<file path="src/rtl/sck_timing_pkg.sv">
package sck_timing_pkg;
   localparam int BIT_W = 5;

   typedef enum logic [1:0] {
      WLEN_8   = 2'b00,
      WLEN_12  = 2'b01,
      WLEN_16  = 2'b10,
      WLEN_16X = 2'b11
   } wlen_e;

   function automatic logic [BIT_W-1:0] wlen_bits(input logic [1:0] code);
      case (wlen_e'(code))
         WLEN_8:  return BIT_W'(8);
         WLEN_12: return BIT_W'(12);
         default: return BIT_W'(16);
      endcase
   endfunction
endpackage

</file>
<file path="src/rtl/sck_prescale.sv">
module sck_prescale #(
   parameter int PM_W      = 8,
   parameter int FIXED_DIV = 8
) (
   input  logic            clk,
   input  logic            rst,
   input  logic [PM_W-1:0] pm_mod,
   input  logic            pre8_en,
   output logic            bclk,
   output logic            bit_stb
);
   logic            pre_en;
   logic [PM_W-1:0] pm_cnt;
   logic [1:0]      qtr;
   logic            q_wrap;

   generate
      if (FIXED_DIV > 1) begin : g_fixed
         localparam int FD_W = $clog2(FIXED_DIV);
         logic [FD_W-1:0] fd_cnt;
         always_ff @(posedge clk) begin
            if (rst || !pre8_en) fd_cnt <= '0;
            else                 fd_cnt <= fd_cnt + FD_W'(1);
         end
         assign pre_en = !pre8_en || (fd_cnt == FD_W'(FIXED_DIV - 1));
      end else begin : g_none
         logic unused_sel;
         assign unused_sel = pre8_en;
         assign pre_en     = 1'b1;
      end
   endgenerate

   // a quarter of a bit ends when the modulus counter reaches pm_mod
   assign q_wrap = pre_en && (pm_cnt >= pm_mod);

   always_ff @(posedge clk) begin
      if (rst) begin
         pm_cnt <= '0;
         qtr    <= 2'd0;
      end else if (pre_en) begin
         if (pm_cnt >= pm_mod) begin
            pm_cnt <= '0;
            qtr    <= qtr + 2'd1;
         end else begin
            pm_cnt <= pm_cnt + PM_W'(1);
         end
      end
   end

   assign bclk    = qtr[1];
   assign bit_stb = q_wrap && (qtr == 2'd3);
endmodule

</file>
<file path="src/rtl/sck_word_cnt.sv">
module sck_word_cnt
   import sck_timing_pkg::*;
(
   input  logic             clk,
   input  logic             rst,
   input  logic             bit_stb,
   input  logic [1:0]       wl_sel,
   output logic [BIT_W-1:0] bit_idx,
   output logic             word_end
);
   logic [BIT_W-1:0] last_idx;
   logic             at_last;

   assign last_idx = wlen_bits(wl_sel) - BIT_W'(1);
   // >= keeps the count bounded when the word length shrinks mid-word
   assign at_last  = (bit_idx >= last_idx);
   assign word_end = bit_stb && at_last;

   always_ff @(posedge clk) begin
      if (rst)          bit_idx <= '0;
      else if (bit_stb) bit_idx <= at_last ? '0 : bit_idx + BIT_W'(1);
   end
endmodule

</file>
<file path="src/rtl/sck_frame_cnt.sv">
module sck_frame_cnt
   import sck_timing_pkg::*;
#(
   parameter int DC_W     = 5,
   parameter int LOCK_BIT = 2
) (
   input  logic             clk,
   input  logic             rst,
   input  logic             word_end,
   input  logic [BIT_W-1:0] bit_idx,
   input  logic [DC_W-1:0]  frame_div,
   input  logic             net_mode,
   input  logic             fs_long,
   output logic [DC_W-1:0]  slot,
   output logic             fsync
);
   logic [DC_W-1:0] dc_active;
   logic [DC_W-1:0] dc_pending;
   logic            last_slot;
   logic            locked;
   logic            single;
   logic            first_bit;

   assign last_slot = (slot >= dc_active);
   assign locked    = last_slot && (bit_idx >= BIT_W'(LOCK_BIT));
   assign single    = (dc_active == '0);
   assign first_bit = (bit_idx == '0);

   always_ff @(posedge clk) begin
      if (rst) begin
         dc_pending <= frame_div;
         dc_active  <= frame_div;
         slot       <= '0;
      end else begin
         if (!locked) dc_pending <= frame_div;
         if (word_end) begin
            if (last_slot) begin
               slot      <= '0;
               dc_active <= dc_pending;
            end else begin
               slot <= slot + DC_W'(1);
            end
         end
      end
   end

   always_comb begin
      if (single)       fsync = !net_mode && first_bit;
      else if (fs_long) fsync = (slot == '0);
      else              fsync = (slot == '0) && first_bit;
   end
endmodule

</file>
<file path="src/rtl/sck_timing_gen.sv">
module sck_timing_gen
   import sck_timing_pkg::*;
#(
   parameter int PM_W      = 8,
   parameter int DC_W      = 5,
   parameter int FIXED_DIV = 8,
   parameter int LOCK_BIT  = 2
) (
   input  logic            clk,
   input  logic            rst,
   input  logic [PM_W-1:0] pm_mod,
   input  logic            pre8_en,
   input  logic [DC_W-1:0] frame_div,
   input  logic [1:0]      wl_sel,
   input  logic            fs_long,
   input  logic            net_mode,
   output logic            bclk,
   output logic            bit_stb,
   output logic            word_end,
   output logic            fsync,
   output logic [DC_W-1:0] slot
);
   localparam int MIN_WORD = 8;

   generate
      if (PM_W < 1 || PM_W > 16) begin : g_bad_pm
         $error("PM_W must lie in 1..16");
      end
      if (DC_W < 1 || DC_W > 8) begin : g_bad_dc
         $error("DC_W must lie in 1..8");
      end
      if (FIXED_DIV < 1 || (FIXED_DIV & (FIXED_DIV - 1)) != 0) begin : g_bad_fd
         $error("FIXED_DIV must be a power of two");
      end
      if (LOCK_BIT < 0 || LOCK_BIT >= MIN_WORD) begin : g_bad_lock
         $error("LOCK_BIT must fall inside the shortest word");
      end
   endgenerate

   logic [BIT_W-1:0] bit_idx;

   sck_prescale #(.PM_W(PM_W), .FIXED_DIV(FIXED_DIV)) u_pre (
      .clk(clk), .rst(rst), .pm_mod(pm_mod), .pre8_en(pre8_en),
      .bclk(bclk), .bit_stb(bit_stb)
   );

   sck_word_cnt u_word (
      .clk(clk), .rst(rst), .bit_stb(bit_stb), .wl_sel(wl_sel),
      .bit_idx(bit_idx), .word_end(word_end)
   );

   sck_frame_cnt #(.DC_W(DC_W), .LOCK_BIT(LOCK_BIT)) u_frame (
      .clk(clk), .rst(rst), .word_end(word_end), .bit_idx(bit_idx),
      .frame_div(frame_div), .net_mode(net_mode), .fs_long(fs_long),
      .slot(slot), .fsync(fsync)
   );
endmodule

</file>
<file path="config.mk">
export PLATFORM = sky130hd
export DESIGN_NAME = sck_timing_gen
export DESIGN_NICKNAME = d
export VERILOG_FILES = /design/src/rtl/sck_timing_pkg.sv /design/src/rtl/sck_prescale.sv /design/src/rtl/sck_word_cnt.sv /design/src/rtl/sck_frame_cnt.sv /design/src/rtl/sck_timing_gen.sv
export SDC_FILE = /design/constraint.sdc
export NUM_CORES = 1
export LEC_CHECK = 0
export BUFFER_PORTS_ARGS = -buffer_cell sky130_fd_sc_hd__buf_2
export CORE_MARGIN = 1.5
export CORE_UTILIZATION = 51
export CTS_CLUSTER_SIZE = 16
export DETAILED_ROUTE_END_ITERATION = 10
export GPL_TIMING_DRIVEN = 0
export PLACE_DENSITY = 0.74
export SLEW_MARGIN = 40
export SYNTH_ARGS = -nofsm -noshare
export SYNTH_HDL_FRONTEND = slang
export SYNTH_HIERARCHICAL = 1
export SYNTH_SLANG_ARGS = --single-unit
</file>
<file path="constraint.sdc">
create_clock -name clk -period 2.3 [get_ports clk]
set_input_delay 0.23 -clock clk [delete_from_list [all_inputs] [get_ports clk]]
set_output_delay 0.23 -clock clk [all_outputs]
set_load 0.02 [all_outputs]
</file>
==> impl_metrics.env <==
export IMPL_outcome="complete, no violations"
export IMPL_routed_wirelength_um=3910
export IMPL_num_io_pins=29
export IMPL_ys_warnings_count=6
export IMPL_grt_busiest_layer="met2"
export IMPL_initial_core_util_pct=53.4
export IMPL_synth_top_cells_by_area="sky130_fd_sc_hd__dfxtp_1, sky130_fd_sc_hd__edfxtp_1, sky130_fd_sc_hd__ha_1"
export IMPL_power_ir_vdd_worst_mv=0.292
export IMPL_firstDrtPassIters=4
export IMPL_grt_met2_usage_pct=36.3
export IMPL_critical_path_reg2reg_startpoint="u_pre/pm_cnt[6]"
export IMPL_initialDrtViolationCount=92
export IMPL_timing_setup_tns_ns=0
export IMPL_layout_nets=272
export IMPL_drive_above_1_share_pct=35.2
export IMPL_multiInputGateArea_um2=1200
export IMPL_post_synth_cell_area_avg_um2=10.4
export IMPL_antenna_violations_before_repair=0
export IMPL_synth_adder_area_share_pct=14.6
export IMPL_die_height_um=65.1
export IMPL_ys_seq_elements=33
export IMPL_synthSimpleGateAreaFrac_pct=17.1
export IMPL_synth_fp_nets=232
export IMPL_finalHoldWorstSlack_ns=0.137
export IMPL_antenna_cells=0
export IMPL_ctsHoldBuffers=0
export IMPL_floorplan_die_area_um2=4240
export IMPL_final_area_um2=2410
export IMPL_use_met3_pct=5.48
export IMPL_dr_total_vias=1528
export IMPL_achievable_frequency_ghz=0.446
export IMPL_grtUsageTotal_pct=21.0
export IMPL_number_of_instances_in_the_synthesized_netlist=189
export IMPL_hold_class="input port to flip-flop"
export IMPL_cts_root_buf="sky130_fd_sc_hd__clkbuf_8"
export IMPL_synth_seq_area_share_pct=38.7
export IMPL_clock_sinks=33
export IMPL_regArea_um2=771
export IMPL_setup_reg_to_reg_worst_slack_ns=0.11
export IMPL_layout_worst_path_cycle_share_pct=97.5
export IMPL_path_max_fanout=4
export IMPL_synth_mux_area_share_pct=4.96
export IMPL_synth_edff_count=10
export IMPL_unrepaired_setup_endpoints_after_global_routing="no"
export IMPL_final_antenna_net_count=0
export IMPL_final_hold_violation_count=0
export IMPL_end_kind="primary output"
export IMPL_tritoncts_num_buffers=5
export IMPL_grt_overflow_total=0
export IMPL_cap_violations=0
export IMPL_layout_core_utilization_pct=65.2
export IMPL_power_density_cell_area_nw_per_um2=488
export IMPL_synth_async_sr_flop_share_pct=0
export IMPL_largest_family_of_logic_cells_by_synthesized_area="simple AND/OR/NAND/NOR gates"
export IMPL_final_instance_count_without_filler_cells=278
export IMPL_synthDominantAreaCellType="sky130_fd_sc_hd__dfxtp_1"
export IMPL_grt_start_max_net_pins=14
export IMPL_critical_path_startpoint="u_pre/pm_cnt[6]"
export IMPL_worstReg2RegEnd="u_frame/slot[4]"
export IMPL_post_cts_clock_slew_at_the_launch_and_capture_registers_of_the_worst_setup_and_hold_paths_ns=0.06
export IMPL_place_gp_congestion=0.902
export IMPL_first_global_vias=1547
export IMPL_placementRows=22
export IMPL_die_width_um=65.1
export IMPL_max_clock_path_buffers=2
export IMPL_share_of_the_synthesized_netlist_area_taken_by_xor_and_xnor_gates_pct=4.90
export IMPL_min_period_ns=2.24
export IMPL_groute_layer_met1_usage_pct=25.1
export IMPL_yosys_most_used_dff="sky130_fd_sc_hd__dfxtp_1"
export IMPL_syn2layout_area_growth_pct=22.3
export IMPL_synth_cell_area_um2=1970
export IMPL_crit_type="flip-flop to primary output"
export IMPL_remaining_drc_errors=0
export IMPL_total_of_fill_cells_in_the_finished_design=296
export IMPL_timing_critical_path_required_ns=2.07
export IMPL_finalClockSkew_ns=0.00344
export IMPL_coreArea_um2=3690
export IMPL_crit_path_start_kind="flip-flop"
export IMPL_grt_first_pass_wirelength_um=6740
export IMPL_compound_cell_area_share_of_the_yosys_netlist_pct=14.8
export IMPL_htree_levels=2
export IMPL_cell_area_reported_after_detailed_placement_um2=2280
export IMPL_numPlacedInstances=265
export IMPL_cts_tree="yes"
export IMPL_post_dp_hpwl_um=3020
export IMPL_port_buffer_count=28
export IMPL_vias_per_cell=5.50
export IMPL_rr_worst_depth=9
export IMPL_post_synth_num_cell_types=48
export IMPL_worstPathArrival_ns=2.01
export IMPL_report_final_setup_viol=0
export IMPL_clock_insertion_delay_at_the_later_pin_of_the_skew_report_ns=0.28
export IMPL_worst_setup_path_endpoint="word_end"
export IMPL_slew_viol_final=0
export IMPL_leakage_uw=0.00107
export IMPL_synth_top_area_share_pct=23.4
export IMPL_synth_cells_most_frequent="sky130_fd_sc_hd__dfxtp_1, sky130_fd_sc_hd__ha_1, sky130_fd_sc_hd__inv_1, sky130_fd_sc_hd__nor2_1"
export IMPL_drt_wirelength_per_cell_um=14.1
-- registers in the layout, indices dropped and copies added, names as in the netlist --
| name | count |
|---|---|
| u_frame/slot | 5 |
| u_pre/pm_cnt | 8 |
| u_frame/dc_active | 5 |
| u_word/bit_idx | 5 |
| u_pre/qtr | 2 |
| u_pre/g_fixed.fd_cnt | 3 |
| u_frame/dc_pending | 5 |
-- worst max-delay path: stages (launching register included) --
cell and delay, ns:
sky130_fd_sc_hd__dfxtp_4 0.36, sky130_fd_sc_hd__ha_4 0.24, sky130_fd_sc_hd__and3_4 0.18, sky130_fd_sc_hd__a221o_1 0.36, sky130_fd_sc_hd__a22oi_2 0.21, sky130_fd_sc_hd__nor2b_4 0.08, sky130_fd_sc_hd__and2_4 0.15, sky130_fd_sc_hd__buf_2 0.15
-- worst min-delay path by stage --
stage               cells past startpoint  slack (ns)                       to               startpoint
detailed placement                      1        0.42  u_pre/g_fixed.fd_cnt[0]  u_pre/g_fixed.fd_cnt[0]
floorplan                               1        0.30  u_pre/g_fixed.fd_cnt[0]                      rst
global route                            1        0.13    u_frame/dc_pending[4]             frame_div[4]
global placement                        1        0.42  u_pre/g_fixed.fd_cnt[0]  u_pre/g_fixed.fd_cnt[0]
CTS                                     1        0.14    u_frame/dc_pending[4]             frame_div[4]
finish                                  1        0.14    u_frame/dc_pending[0]             frame_div[0]
-- what timing repair did --
action	4_1_cts	5_1_grt
gates resized for setup	2	2
buffers inserted	5	1
pin swaps	2	2
endpoints found under the setup margin	11	7
-- per-layer routing --
| layer | vias up | share of wire, % |
|---|---|---|
| li1 | 773 | - |
| met1 | 721 | 45 |
| met2 | 27 | 50 |
| met3 | 7 | 3.6 |
| met4 | 0 | 1.6 |
| met5 | - | 0 |
-- where the power goes --
group / switching [µW] / internal, µW / leakage, µW
clock: 197 / 244 / 0.0000455
sequential: 11.8 / 615 / 0.000289
combinational: 56.0 / 50.6 / 0.000733
-- kinds of logic after synthesis --
group           after synthesis
compound gates               36
mux                           9
other cells                   1
simple gates                 53
buf+inv                      23
fa+ha+maj                    23
xor+xnor                     11
flops                        33
-- area by class of cell --
class,instances,area share [%]
buffer,3,1.14
timing repair buffer,34,7.70
inverter,19,2.96
tap,48,2.50
multi-input combinational,133,49.9
sequential,33,32.0
clock buffer,8,3.74
-- per-stage QoR --
stage	setup slack (ns)	total power, µW
2_1_floorplan	-0.0172	706
3_3_place_gp	-0.0962	737
3_5_place_dp	-0.146	745
4_1_cts	0.0296	1180
5_1_grt	0.00848	1220
6_report	0.0576	1170
-- cell usage in the layout, fill, tap and decap left out, drive strengths merged, types with 2 or more instances in the layout --
cell	n
a211oi	8
a21o	3
a21oi	6
a221o	2
and2	2
and3	4
buf	37
clkbuf	8
dfxtp	23
edfxtp	10
ha	23
inv	19
mux2	6
mux2i	3
nand2	6
nand3	2
nand4	11
nor2	13
nor2b	4
nor3b	2
o2111ai	2
o211ai	2
o21ai	7
or3	3
xnor2	2
xor2	9
(Power assumes the default switching activity.)
